## src/rtl/strap_cfg_pkg.sv

```systemverilog
package strap_cfg_pkg;
  localparam int ADDR_W   = 5;
  localparam int STRAP_AW = 3;
  localparam int MODE_W   = 3;
  localparam int CREG_W   = 16;

  // bit positions decoded by the register file next door
  localparam int BIT_SPEED = 13;
  localparam int BIT_ANEG  = 12;
  localparam int BIT_ISO   = 10;
  localparam int BIT_DPLX  = 8;

  localparam logic [MODE_W-1:0] MODE_CODE_NORMAL = 3'b000;
  localparam logic [MODE_W-1:0] MODE_CODE_B2B    = 3'b110;

  typedef enum logic [1:0] {OPM_NORMAL, OPM_B2B, OPM_RESERVED} opmode_e;

  typedef struct packed {
    logic [STRAP_AW-1:0] addr;
    logic [MODE_W-1:0]   mode;
    logic                speed;
    logic                duplex;
    logic                aneg;
    logic                iso;
    logic                wake;
    logic                bcast_off;
  } strap_t;

  localparam int STRAP_W = $bits(strap_t);

  function automatic logic [CREG_W-1:0] ctrl_default(input strap_t s);
    logic [CREG_W-1:0] w;
    w            = '0;
    w[BIT_SPEED] = s.speed;
    w[BIT_ANEG]  = s.aneg;
    w[BIT_ISO]   = s.iso;
    w[BIT_DPLX]  = ~s.duplex;  // register bit set means full duplex
    return w;
  endfunction

  function automatic opmode_e decode_mode(input logic [MODE_W-1:0] code);
    if (code == MODE_CODE_NORMAL)   return OPM_NORMAL;
    else if (code == MODE_CODE_B2B) return OPM_B2B;
    else                            return OPM_RESERVED;
  endfunction

  function automatic logic [ADDR_W-1:0] full_addr(input logic [STRAP_AW-1:0] low);
    return {{(ADDR_W-STRAP_AW){1'b0}}, low};
  endfunction

  function automatic logic addr_hit(input logic [ADDR_W-1:0] fa,
                                    input logic [ADDR_W-1:0] own,
                                    input logic              bc_en);
    return (fa == own) || (bc_en && (fa == '0));
  endfunction
endpackage

```

## src/rtl/strap_sampler.sv

```systemverilog
module strap_sampler #(
  parameter int W = 8
) (
  input  logic         clk,
  input  logic         rst_n,
  input  logic [W-1:0] d,
  output logic [W-1:0] q
);
  // Follows the pins while reset is low; the last value seen is kept on release.
  always_ff @(posedge clk) begin
    if (!rst_n) q <= d;
  end

  a_r1_hold_after_release: assert property (@(posedge clk) disable iff (!rst_n)
    $past(rst_n) |-> $stable(q));
endmodule

```

## src/rtl/strap_mode_dec.sv

```systemverilog
module strap_mode_dec
  import strap_cfg_pkg::*;
(
  input  logic              clk,
  input  logic              rst_n,
  input  logic [MODE_W-1:0] code,
  output logic              mode_valid,
  output logic              mode_b2b
);
  opmode_e opm;

  always_comb begin
    opm        = decode_mode(code);
    mode_valid = (opm != OPM_RESERVED);
    mode_b2b   = (opm == OPM_B2B);
  end

  a_r9_b2b_only_for_code: assert property (@(posedge clk) disable iff (!rst_n)
    mode_b2b |-> (code == MODE_CODE_B2B));
  a_r10_reserved_invalid: assert property (@(posedge clk) disable iff (!rst_n)
    (code != MODE_CODE_NORMAL && code != MODE_CODE_B2B) |-> (!mode_valid && !mode_b2b));
endmodule

```

## src/rtl/mgmt_addr_match.sv

```systemverilog
module mgmt_addr_match
  import strap_cfg_pkg::*;
(
  input  logic              clk,
  input  logic              rst_n,
  input  logic [ADDR_W-1:0] own_addr,
  input  logic [ADDR_W-1:0] frame_addr,
  input  logic              bcast_off_latched,
  input  logic              sw_bcast_dis,
  output logic              bcast_en,
  output logic              hit
);
  always_comb begin
    bcast_en = !(bcast_off_latched || sw_bcast_dis);
    hit      = addr_hit(frame_addr, own_addr, bcast_en);
  end

  a_r6_sw_disables: assert property (@(posedge clk) disable iff (!rst_n)
    sw_bcast_dis |-> !bcast_en);
  a_r7_own_address: assert property (@(posedge clk) disable iff (!rst_n)
    (frame_addr == own_addr) |-> hit);
  a_r8_foreign_rejected: assert property (@(posedge clk) disable iff (!rst_n)
    (frame_addr != own_addr && frame_addr != '0) |-> !hit);
endmodule

```

## src/rtl/strap_cfg_unit.sv

```systemverilog
module strap_cfg_unit
  import strap_cfg_pkg::*;
(
  input  logic                clk,
  input  logic                rst_n,
  input  logic [2:0]          strap_addr,
  input  logic [2:0]          strap_mode,
  input  logic                strap_speed,
  input  logic                strap_duplex,
  input  logic                strap_aneg,
  input  logic                strap_iso,
  input  logic                strap_wake,
  input  logic                strap_bcast_off,
  input  logic                sw_bcast_dis,
  input  logic [4:0]          frame_addr,
  output logic [4:0]          dev_addr,
  output logic [15:0]         ctrl_dflt,
  output logic                adv_100,
  output logic                wake_en,
  output logic                bcast_en,
  output logic                mode_valid,
  output logic                mode_b2b,
  output logic                addr_match
);
  strap_t pins_now;
  strap_t held;
  logic [STRAP_W-1:0] held_vec;

  always_comb begin
    pins_now.addr      = strap_addr;
    pins_now.mode      = strap_mode;
    pins_now.speed     = strap_speed;
    pins_now.duplex    = strap_duplex;
    pins_now.aneg      = strap_aneg;
    pins_now.iso       = strap_iso;
    pins_now.wake      = strap_wake;
    pins_now.bcast_off = strap_bcast_off;
  end

  strap_sampler #(.W(STRAP_W)) u_sampler (
    .clk   (clk),
    .rst_n (rst_n),
    .d     (pins_now),
    .q     (held_vec)
  );

  assign held = strap_t'(held_vec);

  always_comb begin
    dev_addr  = full_addr(held.addr);
    ctrl_dflt = ctrl_default(held);
    adv_100   = held.speed;
    wake_en   = held.wake;
  end

  strap_mode_dec u_mode (
    .clk        (clk),
    .rst_n      (rst_n),
    .code       (held.mode),
    .mode_valid (mode_valid),
    .mode_b2b   (mode_b2b)
  );

  mgmt_addr_match u_match (
    .clk               (clk),
    .rst_n             (rst_n),
    .own_addr          (dev_addr),
    .frame_addr        (frame_addr),
    .bcast_off_latched (held.bcast_off),
    .sw_bcast_dis      (sw_bcast_dis),
    .bcast_en          (bcast_en),
    .hit               (addr_match)
  );

  a_r2_upper_addr_zero: assert property (@(posedge clk) disable iff (!rst_n)
    dev_addr[4:3] == 2'b00);
  a_r3_adv_tracks_speed: assert property (@(posedge clk) disable iff (!rst_n)
    adv_100 == ctrl_dflt[BIT_SPEED]);
  a_r8_broadcast_hit: assert property (@(posedge clk) disable iff (!rst_n)
    (frame_addr == '0 && bcast_en) |-> addr_match);
endmodule

```

## config.mk

```make
export PLATFORM = sky130hd
export DESIGN_NAME = strap_cfg_unit
export DESIGN_NICKNAME = d
export VERILOG_FILES = /design/src/rtl/strap_cfg_pkg.sv /design/src/rtl/strap_sampler.sv /design/src/rtl/strap_mode_dec.sv /design/src/rtl/mgmt_addr_match.sv /design/src/rtl/strap_cfg_unit.sv
export SDC_FILE = /design/constraint.sdc
export NUM_CORES = 1
export LEC_CHECK = 0
export BUFFER_PORTS_ARGS = -buffer_cell sky130_fd_sc_hd__buf_2
export CORE_MARGIN = 4
export CORE_UTILIZATION = 37
export DETAILED_ROUTE_END_ITERATION = 10
export PLACE_DENSITY = 0.77
export RECOVER_POWER = 50
export SETUP_SLACK_MARGIN = 0.05
export SYNTH_ARGS = -nofsm -noshare
export SYNTH_HDL_FRONTEND = slang
export SYNTH_HIERARCHICAL = 1
export SYNTH_SLANG_ARGS = --single-unit
```

## constraint.sdc

```tcl
create_clock -name clk -period 1.1 [get_ports clk]
set_clock_uncertainty 0.15 [all_clocks]
set_input_delay 0.22 -clock clk [delete_from_list [all_inputs] [get_ports clk]]
set_output_delay 0.22 -clock clk [all_outputs]
set_load 0.1 [all_outputs]
```

---- After elaboration in Yosys (flattened, before gate mapping) ----
Index checks and enable logic that the tools add are counted.
storage, ports and cells
  bits in read-only memories .............. 0
  register bits ........................... 12
  output and inout bits ................... 27
  latch bits .............................. 0
  memory bits (writable) .................. 0
  logic and storage cells ................. 14
  bits of input ports ..................... 20
  memories ................................ 0
cells by class
  $mul .................................... 0
  shift operators ......................... 0
  $lt $le $gt $ge ......................... 0
  multiplexer cells ....................... 2
  bitwise logic cells ..................... 1
  reduce and logical (&&, ||, !) cells .... 6
  add/subtract/negate cells ............... 0
  equality and inequality tests ........... 4
  div/mod/pow operators ................... 0
operator list
  cell                                                                   number
  5-bit by 3-bit equality test with 1-bit output                         1
  5-bit zero test                                                        1
  2-bit 2-to-1 mux                                                       2
  3-bit equality test, second input constant                             1
  3-bit zero test                                                        1
  2-bit by 1-bit equality test with 1-bit output, second input constant  1
  1-bit logical OR                                                       2
  2-bit inequality test, second input constant                           1
  1-bit logical AND                                                      1
  1-bit zero test                                                        1
  1-bit NOT                                                              1

---- Logic depth before layout (Yosys ltp) ----
Gate-level depths: netlist of the first run.
  word-level depth ........................ 4
  gate-level depth with buffers ........... 3
  gate-level depth less buffers ........... 3

---- Modules after synthesis ----
Netlist of the first run, hierarchy kept.
modules (own cells, without submodules)
  module           area an instance (µm²)  sequential area each (µm²)  cells an instance  instances
  strap_sampler    364.1                   360.3                       13                 1
  strap_cfg_unit   120.1                   0.0                         17                 1
  mgmt_addr_match  75.1                    0.0                         12                 1
  strap_mode_dec   22.5                    0.0                         3                  1

---- Worst setup path before layout of the first run ----
OpenSTA, ideal clock, no wires.
  path type ............................... reg-to-output
  start ................................... register u_sampler.q[0]
  end ..................................... output port addr_match
  data arrival time ....................... 2.783 ns
  cell stages (with the launch flop) ...... 4
  required time ........................... 0.730 ns
  setup slack ............................. -2.053 ns
  path buffers ............................ 0
  cell sequence ........................... edfxtp_1 -> nor2_1 -> nand3_1 -> o21ai_1
between the ends
  longest elaborated chain between the ends .. 4
ends and longest elaborated chain
  item                    line                   text
  start, declared         strap_sampler.sv:7     output logic [W-1:0] q
  start signal, assigned  strap_sampler.sv:11    if (!rst_n) q <= d;
  1-bit logical OR        mgmt_addr_match.sv:14  bcast_en = !(bcast_off_latched || sw_bcast_dis);
  1-bit zero test         mgmt_addr_match.sv:14
  named net bcast_en      strap_cfg_unit.sv:20   output logic bcast_en,
  1-bit logical AND       strap_cfg_pkg.sv:54    return (fa == own) || (bc_en && (fa == '0));
  1-bit logical OR        strap_cfg_pkg.sv:54
  end, declared           strap_cfg_unit.sv:23   output logic addr_match
The timed path passes the listed nets, and every way through them passes these cells.

---- Final worst setup path of the first run ----
  start ................................... register u_sampler.q[11]
  end ..................................... output port addr_match
between the ends
  longest elaborated chain between the ends .. 2
ends and longest elaborated chain
  item                                            line
  5-bit by 3-bit equality test with 1-bit output  strap_cfg_pkg.sv:54
  1-bit logical OR                                strap_cfg_pkg.sv:54
Every way passes these cells.

==> results of run 1 <==
-- synthesized netlist by cell type --
cell	n	share of area, %
buf_4	15	19
edfxtp_1	12	62
xnor2_1	5	7.5
nor2_1	3	1.9
inv_1	2	1.3
nand3_1	2	1.7
and3b_2	1	1.7
conb_1	1	0.64
nand2_1	1	0.64
nor3_1	1	0.86
o21ai_1	1	0.86
xor2_1	1	1.5
-- layout make-up --
type                    count  area (um2)  share of cell area [%]
repair buffers             51         524                    46.3
flip-flops and latches     12         360                    31.8
multi-input cells          31         194                    17.1
clock buffers               3        22.5                    1.99
well taps                  16        20.0                    1.77
inverters                   2        11.3                   0.994
-- cell families after synthesis --
logic type	share of synthesized area (%)
simple gates	6.88
other cells	0.645
xor+xnor	9.03
flops	61.9
compound gates	0.859
buf+inv	20.6
-- routing by layer --
layer / up-vias / part of all wire (%) / GRT usage, %
met5: - / 0 / 0
met4: 0 / 0.76 / 6.45
met3: 2 / 12 / 4.89
met2: 31 / 60 / 26.5
met1: 222 / 28 / 13.1
li1: 228 / - / -
-- through the flow --
stage / instances / total power, mW / hold WS (ps) / area (um2)
global route: 115 / 1.70 / 253 / 1130
detailed placement: 100 / 1.36 / 249 / 998
finish: 115 / 1.64 / 221 / 1130
floorplan: 60 / 1.16 / 169 / 683
CTS: 115 / 1.65 / 242 / 1140
global placement: 100 / 1.35 / 246 / 998
-- timing repair --
item	CTS	global route
hold buffers	12	0
pin swaps	3	1
endpoints found under the setup margin	13	13
resized for setup	1	1
hold endpoints to repair	12	0
setup buffers	2	1
-- final timing paths --
kind	from	end	slack (ps)	cells past startpoint
worst min-delay path	rst_n	u_sampler/q[6]	220	3
worst max-delay path	u_sampler/q[11]	addr_match	-600	4
-- power breakdown --
group	leakage [nW]	internal [mW]	switching, mW
clock network	0.0138	0.126	0.132
registers	0.117	0.545	0.0292
logic	0.369	0.240	0.566
==> results.toml, run 1 <==
[hold_path]
hp-class = "in -> reg"

[grt]
grt_max_degree = 10
grt_usage_pct = 13.9
grt_first_pass_wirelength_mm = 2.09
antenna_found_initial = 0
grt_pass1_vias = 508
grt_remaining_overflow = 0

[synth]
syn_avg_cell_area_um2 = 12.9
synth_area_um2 = 582
yosysWarnings = 6
yosysUniqueCellTypes = 12
syn_inst = 45
synth_seq_area_share_pct = 61.9
synth-seq-cells = 12

[cells_and_area]
drive_gt1_share_pct = 46.5
mostFrequentLayoutCell = "buf_2"
top_register = "u_sampler/q"
utilization_pct = 76.1
reg_top3 = "u_sampler/q (12)"
fillerInstances = 102
largest_reg_flops = 12
num_antenna_cells = 0
nets = 121
syn2layout_area_growth_pct = 94.6
layout_common_cells = "buf_2, conb_1, buf_12"

[clock_network]
cts.sinks = 12
cts_buffers = 3
cts_tree = "built"
clk_pin_slew_ps = 70
root_buffer = "clkbuf_4"
clockBufferDepth = 2
htreeDepth = 1

[setup_path]
critical_path_class = "reg -> out"
worstPathArrival_ps = 1330
crit_required_ps = 730
cp-start-kind = "register"
cp_max_fo = 2
worstSetupEndpointType = "output port"
worstPathCellList = "xnor2_2, nand3_1, o21ai_4, buf_12"
critical_path.top_delay_family = "flip-flops"
max_stage_delay_ps = 430
path_buf_inv = 1
cp_slowest_cell = "edfxtp_1"

[route]
antenna_left = 0
viasPerCell = 4.20
num_vias = 483
first_pass_iters = 4
drt_wl_total_mm = 1.45
wl_per_cell_um = 12.6
drcViolationCount = 0
dr.first_iter.drc_count = 4

[die]
die_y_um = 47.7
initial_core_util_pct = 39.1
core_um2 = 1490
die_w_um = 47.7
dieArea_um2 = 2270
io_pins = 47
fp-row-count = 14

[sta]
drv_slew = 0
hold_viol = 0
setup_viol = 13
min_period_over_period_pct = 154
setup_ws_ps = -598
period_minus_slack_ps = 1700
setup_tns_ps = -3690
rsz0062_at_grt = "yes"
fmaxAchievable_ghz = 0.589

[job]
drv_cap = 0

[outcome]
violations = "setup timing"
outcome = "finished, violations left"

[place]
place_hpwl_um = 985
routabilityCongestion = 0.699
place_ws_ps = -311
port_buffers = 32

[pwr]
peakVddDrop_mv = 1.04
p_per_area_nw_per_um2 = 1450
p_leak_nw = 0.500
Note: power is estimated with default switching activity, not from simulation.
==> inputs of run 2 (changes only) <==
--- a/config.mk
+++ b/config.mk
@@ -9,10 +9,9 @@
 export CORE_MARGIN = 4
 export CORE_UTILIZATION = 37
 export DETAILED_ROUTE_END_ITERATION = 10
-export PLACE_DENSITY = 0.77
+export PLACE_DENSITY = 0.76
 export RECOVER_POWER = 50
 export SETUP_SLACK_MARGIN = 0.05
 export SYNTH_ARGS = -nofsm -noshare
 export SYNTH_HDL_FRONTEND = slang
-export SYNTH_HIERARCHICAL = 1
 export SYNTH_SLANG_ARGS = --single-unit
==> results.toml, run 2 <==
[outcome]
outcome = "finished, violations left"
violations = "setup timing"

[route]
viasPerCell = 4.03
top_layer_used = "met3"
wl_met1_um = 313
wl_per_cell_um = 10.4
drt_wl_total_mm = 1.14
route.met3.wl_um = 215
num_vias = 443
met2RoutedLength_um = 610
drcViolationCount = 0
dr.first_iter.drc_count = 1
first_pass_iters = 2
antenna_left = 0

[synth]
syn_avg_cell_area_um2 = 13.0
synthTopCellsByArea = "edfxtp_1, buf_4, xnor2_1"
synth_area_um2 = 599
synth_fa_ha_area_share_pct = 0
yosysUniqueCellTypes = 12
syn_inst = 46
synthTopCellsByCount = "buf_4, edfxtp_1, xnor2_1"
ys.flop_type = "edfxtp_1"
synth_top_area_share_pct = 60.1
synth_compound_area_share_pct = 2.09
ys_async_sr_fraction_pct = 0
synth_top_family_by_area = "buffers and inverters"
yosysMostFrequentCell = "buf_4"
synth-xor-area-share_pct = 5.85
synth_seq_area_share_pct = 60.1
yosys.area_share.simple_pct = 5.01
yosysWarnings = 0
yosysTopAreaCell = "edfxtp_1"
synth-seq-cells = 12
synth_edf_count = 12
synth_mux_area_share_pct = 0

[cells_and_area]
drive_gt1_share_pct = 48.9
fillerInstances = 100
syn2layout_area_growth_pct = 85.0
top_register = "u_sampler.q"
fin_area_um2 = 1110
multi_input_area_um2 = 159
mostFrequentLayoutCell = "buf_2"
num_antenna_cells = 0
largest_reg_flops = 12
utilization_pct = 72.7
fin_cells = 110
nets = 116
seqCellArea_um2 = 360
reg_top3 = "u_sampler.q (12)"
layout_common_cells = "buf_2, conb_1, buf_12"

[die]
fp-row-count = 14
core_um2 = 1520
io_pins = 47
die_y_um = 48.2
initial_core_util_pct = 39.3
dieArea_um2 = 2330
die_w_um = 48.2

[setup_path]
worstPathCellList = "xnor2_1, nand3_1, a211oi_4, buf_12"
crit_required_ps = 730
path_buf_inv = 1
worstSetupEndpointType = "output port"
worstPathArrival_ps = 1450
critical_path_class = "reg -> out"
critical_path.top_delay_family = "flip-flops"
max_stage_delay_ps = 420
cp.depth = 4
cp-start-kind = "register"
cp_slowest_cell = "edfxtp_1"
cp_max_fo = 2

[sta]
fmaxAchievable_ghz = 0.549
period_minus_slack_ps = 1820
hold_viol = 0
setup_ws_ps = -721
min_period_over_period_pct = 166
drv_slew = 0
setup_viol = 13
rsz0062_at_grt = "yes"

[hold_path]
hp-class = "in -> reg"
min_path_cells = 3

[job]
drv_cap = 0

[grt]
grt_remaining_overflow = 0
grt_pass1_vias = 452
grt_usage_pct = 10.8
grt_max_degree = 7
antenna_found_initial = 0
grt_first_pass_wirelength_mm = 1.72

[clock_network]
cts_buffers = 3
cts.sinks = 12
root_buffer = "clkbuf_4"
cts_tree = "built"
clk_pin_slew_ps = 70
clockBufferDepth = 2
htreeDepth = 1

[place]
routabilityCongestion = 0.603
place_inst = 94
port_buffers = 32
place_area_um2 = 958

[pwr]
total_power_mw = 1.61
peakVddDrop_mv = 0.953
p_leak_nw = 0.481
p_per_area_nw_per_um2 = 1450
## run 2: cell types whose count changed after synthesis, sizes merged
cell	previous run	this run
buf	15	20
o21ai	1	0
a211oi	0	1
nor2	3	2
xnor2	5	3
nand3	2	1
## run 2: repair_timing
action | CTS | global route
pin swaps | 1 | 0
resized for setup | 3 | 0
setup endpoints to repair | 13 | 13
hold buffers | 12 | 0
setup buffers | 3 | 0
endpoints found under the hold margin | 12 | 0
## run 2: power by group
part / total, mW / internal (mW) / switching [mW]
sequential: 0.574 / 0.545 / 0.0283
combinational: 0.786 / 0.235 / 0.550
clock: 0.250 / 0.126 / 0.124
total: 1.61 / 0.907 / 0.702
## run 2: final timing paths
kind / startpoint / end / slack (ps)
max: u_sampler.q[10] / addr_match / -720
min: rst_n / u_sampler.q[2] / 250
## run 2: final cells by class
type	instances	area share (%)
inverters	2	1.02
well taps	16	1.81
clock buffers	3	2.03
flip-flops and latches	12	32.5
repair buffers	52	48.3
multi-input cells	25	14.3
## run 2: logic make-up (layout without fill, tap and decap cells)
family | count (synthesis) | in the layout
other cells | 1 | 14
buf+inv | 22 | 57
simple gates | 6 | 6
xor+xnor | 4 | 4
flops | 12 | 12
compound gates | 1 | 1
## run 2: worst min-delay path, delay by kind of cell
kind     cells  cell delay [ps]
buf+inv      3              260
## run 2: layer usage
layer  vias to the layer above  GRT usage [%]
met5                         -              0
met4                         0           6.45
met3                         0           4.43
met2                        35           18.8
met1                       194           10.5
li1                        214              -
## run 2: stage by stage
stage / hold WS (ps) / TNS (ps) / setup slack, ps
floorplan: 169 / -2890 / -1240
global placement: 246 / -747 / -441
detailed placement: 248 / -857 / -505
CTS: 207 / -3900 / -750
global route: 256 / -4220 / -824
finish: 250 / -3650 / -721
==> inputs of run 3 (changes only) <==
--- a/config.mk
+++ b/config.mk
@@ -6,11 +6,14 @@
 export NUM_CORES = 1
 export LEC_CHECK = 0
 export BUFFER_PORTS_ARGS = -buffer_cell sky130_fd_sc_hd__buf_2
+export CELL_PAD_IN_SITES_DETAIL_PLACEMENT = 0
+export CELL_PAD_IN_SITES_GLOBAL_PLACEMENT = 2
+export CORE_ASPECT_RATIO = 0.75
 export CORE_MARGIN = 4
-export CORE_UTILIZATION = 37
+export CORE_UTILIZATION = 21
 export DETAILED_ROUTE_END_ITERATION = 10
-export PLACE_DENSITY = 0.76
-export RECOVER_POWER = 50
+export PLACE_DENSITY_LB_ADDON = 0.1
+export RECOVER_POWER = 100
 export SETUP_SLACK_MARGIN = 0.05
 export SYNTH_ARGS = -nofsm -noshare
 export SYNTH_HDL_FRONTEND = slang
==> results.toml, run 3 (synthesis results as in run 2) <==
[route]
num_vias = 399
first_pass_iters = 2
dr.first_iter.drc_count = 3
drt_wl_total_mm = 1.09
antenna_left = 0
viasPerCell = 3.30
drcViolationCount = 0
wl_per_cell_um = 9.04

[sta]
period_minus_slack_ps = 1770
rsz0062_at_grt = "yes"
min_period_over_period_pct = 161
setup_ws_ps = -669
fmaxAchievable_ghz = 0.565
drv_slew = 0
setup_viol = 13
hold_viol = 0

[pwr]
p_int_mw = 1.00
clkPwrFrac_pct = 23.0
p_comb_share_pct = 43.8
peakVddDrop_mv = 0.655
swShare_pct = 42.0
power.net_switching_mw = 0.726
p_per_area_nw_per_um2 = 1630
p_leak_nw = 0.451
pwr-share-seq_pct = 33.1
total_power_mw = 1.73

[grt]
grt_remaining_overflow = 0
antenna_found_initial = 0
grt_usage_pct = 6.25
grt_pass1_vias = 383
grt_max_degree = 8
grt_first_pass_wirelength_mm = 1.71

[cells_and_area]
num_antenna_cells = 0
syn2layout_area_growth_pct = 76.6
reg_top3 = "u_sampler.q (12)"
layout_common_cells = "buf_2, conb_1, buf_12"
nets = 106
drive_gt1_share_pct = 54.1
mostFrequentLayoutCell = "buf_2"
largest_reg_flops = 12
top_register = "u_sampler.q"

[outcome]
violations = "setup timing"
outcome = "finished, violations left"

[job]
drv_cap = 0

[setup_path]
critical_path_class = "reg -> out"
cp_max_fo = 2
worstSetupEndpointType = "output port"
crit_required_ps = 730
worstPathArrival_ps = 1400
cp-start-kind = "register"

[die]
io_pins = 47
core_um2 = 2660
initial_core_util_pct = 22.5
dieArea_um2 = 3780
die_w_um = 69.7
fp-row-count = 16
die_y_um = 54.3

[place]
routabilityCongestion = 0.669
place_ws_ps = -420
place_hpwl_um = 956
port_buffers = 32

[clock_network]
clockBufferDepth = 2
cts_buffers = 3
cts_tree = "built"
cts.sinks = 12
root_buffer = "clkbuf_8"
clk_pin_slew_ps = 50
htreeDepth = 1

[hold_path]
hp-class = "in -> reg"
==> run 3: changes by cell type in the layout (fill, tap and decap cells not counted), sizes merged <==
cell and change:
dlygate4sd3 -9, clkbuf -1, clkinv +1
==> run 3: final cells by class <==
type | instances | area (um2)
fillers | 269 | 1600
repair buffers | 42 | 438
flip-flops and latches | 12 | 360
well taps | 36 | 45.0
clock buffers | 3 | 41.3
clock inverters | 1 | 3.75
multi-input cells | 25 | 159
inverters | 2 | 11.3
==> run 3: worst max-delay path: stages (launching register included) <==
cell and delay (ps):
edfxtp_1 400, xnor2_1 170, nand3_1 130, a211oi_4 260, buf_12 210
==> run 3: timing repair <==
| action | CTS | global route |
|---|---|---|
| endpoints found under the setup margin | 13 | 13 |
| buffers inserted | 0 | 1 |
| pin swaps | 1 | 0 |
| hold endpoints to repair | 0 | 3 |
| gates resized for setup | 2 | 1 |
| hold buffers | 0 | 3 |
==> run 3: path summary, 6_finish.rpt <==
kind	from	to	slack [ps]	cells after the start
min	strap_speed	u_sampler.q[5]	8	1
max	u_sampler.q[11]	addr_match	-670	4
==> run 3: through the flow <==
step | util (%) | hold slack (ps) | setup TNS (ps) | cell area [um2] | instances
floorplan | - | 169 | -2890 | 693 | 59
global placement | 36.9 | 247 | -773 | 983 | 114
detailed placement | 36.9 | 248 | -767 | 983 | 114
CTS | 38.9 | 1.25 | -3410 | 1040 | 118
global route | 39.8 | 0.0161 | -3750 | 1060 | 121
finish | 39.8 | 8.02 | -3230 | 1060 | 121
==> run 3: power groups by stage <==
stage	clock (mW)	combinational (mW)	sequential, mW
6_report	0.398	0.758	0.573
5_1_grt	0.445	0.779	0.577
4_1_cts	0.415	0.757	0.574
3_5_place_dp	0	0.753	0.582
3_3_place_gp	0	0.752	0.582
2_1_floorplan	0	0.550	0.617
==> run 3: layer usage <==
layer	up-vias	track usage (%)	share of wire, %
met5	-	0	0
met4	0	3.82	0
met3	0	5.14	18
met2	28	8.54	46
met1	175	6.67	36
li1	196	-	-
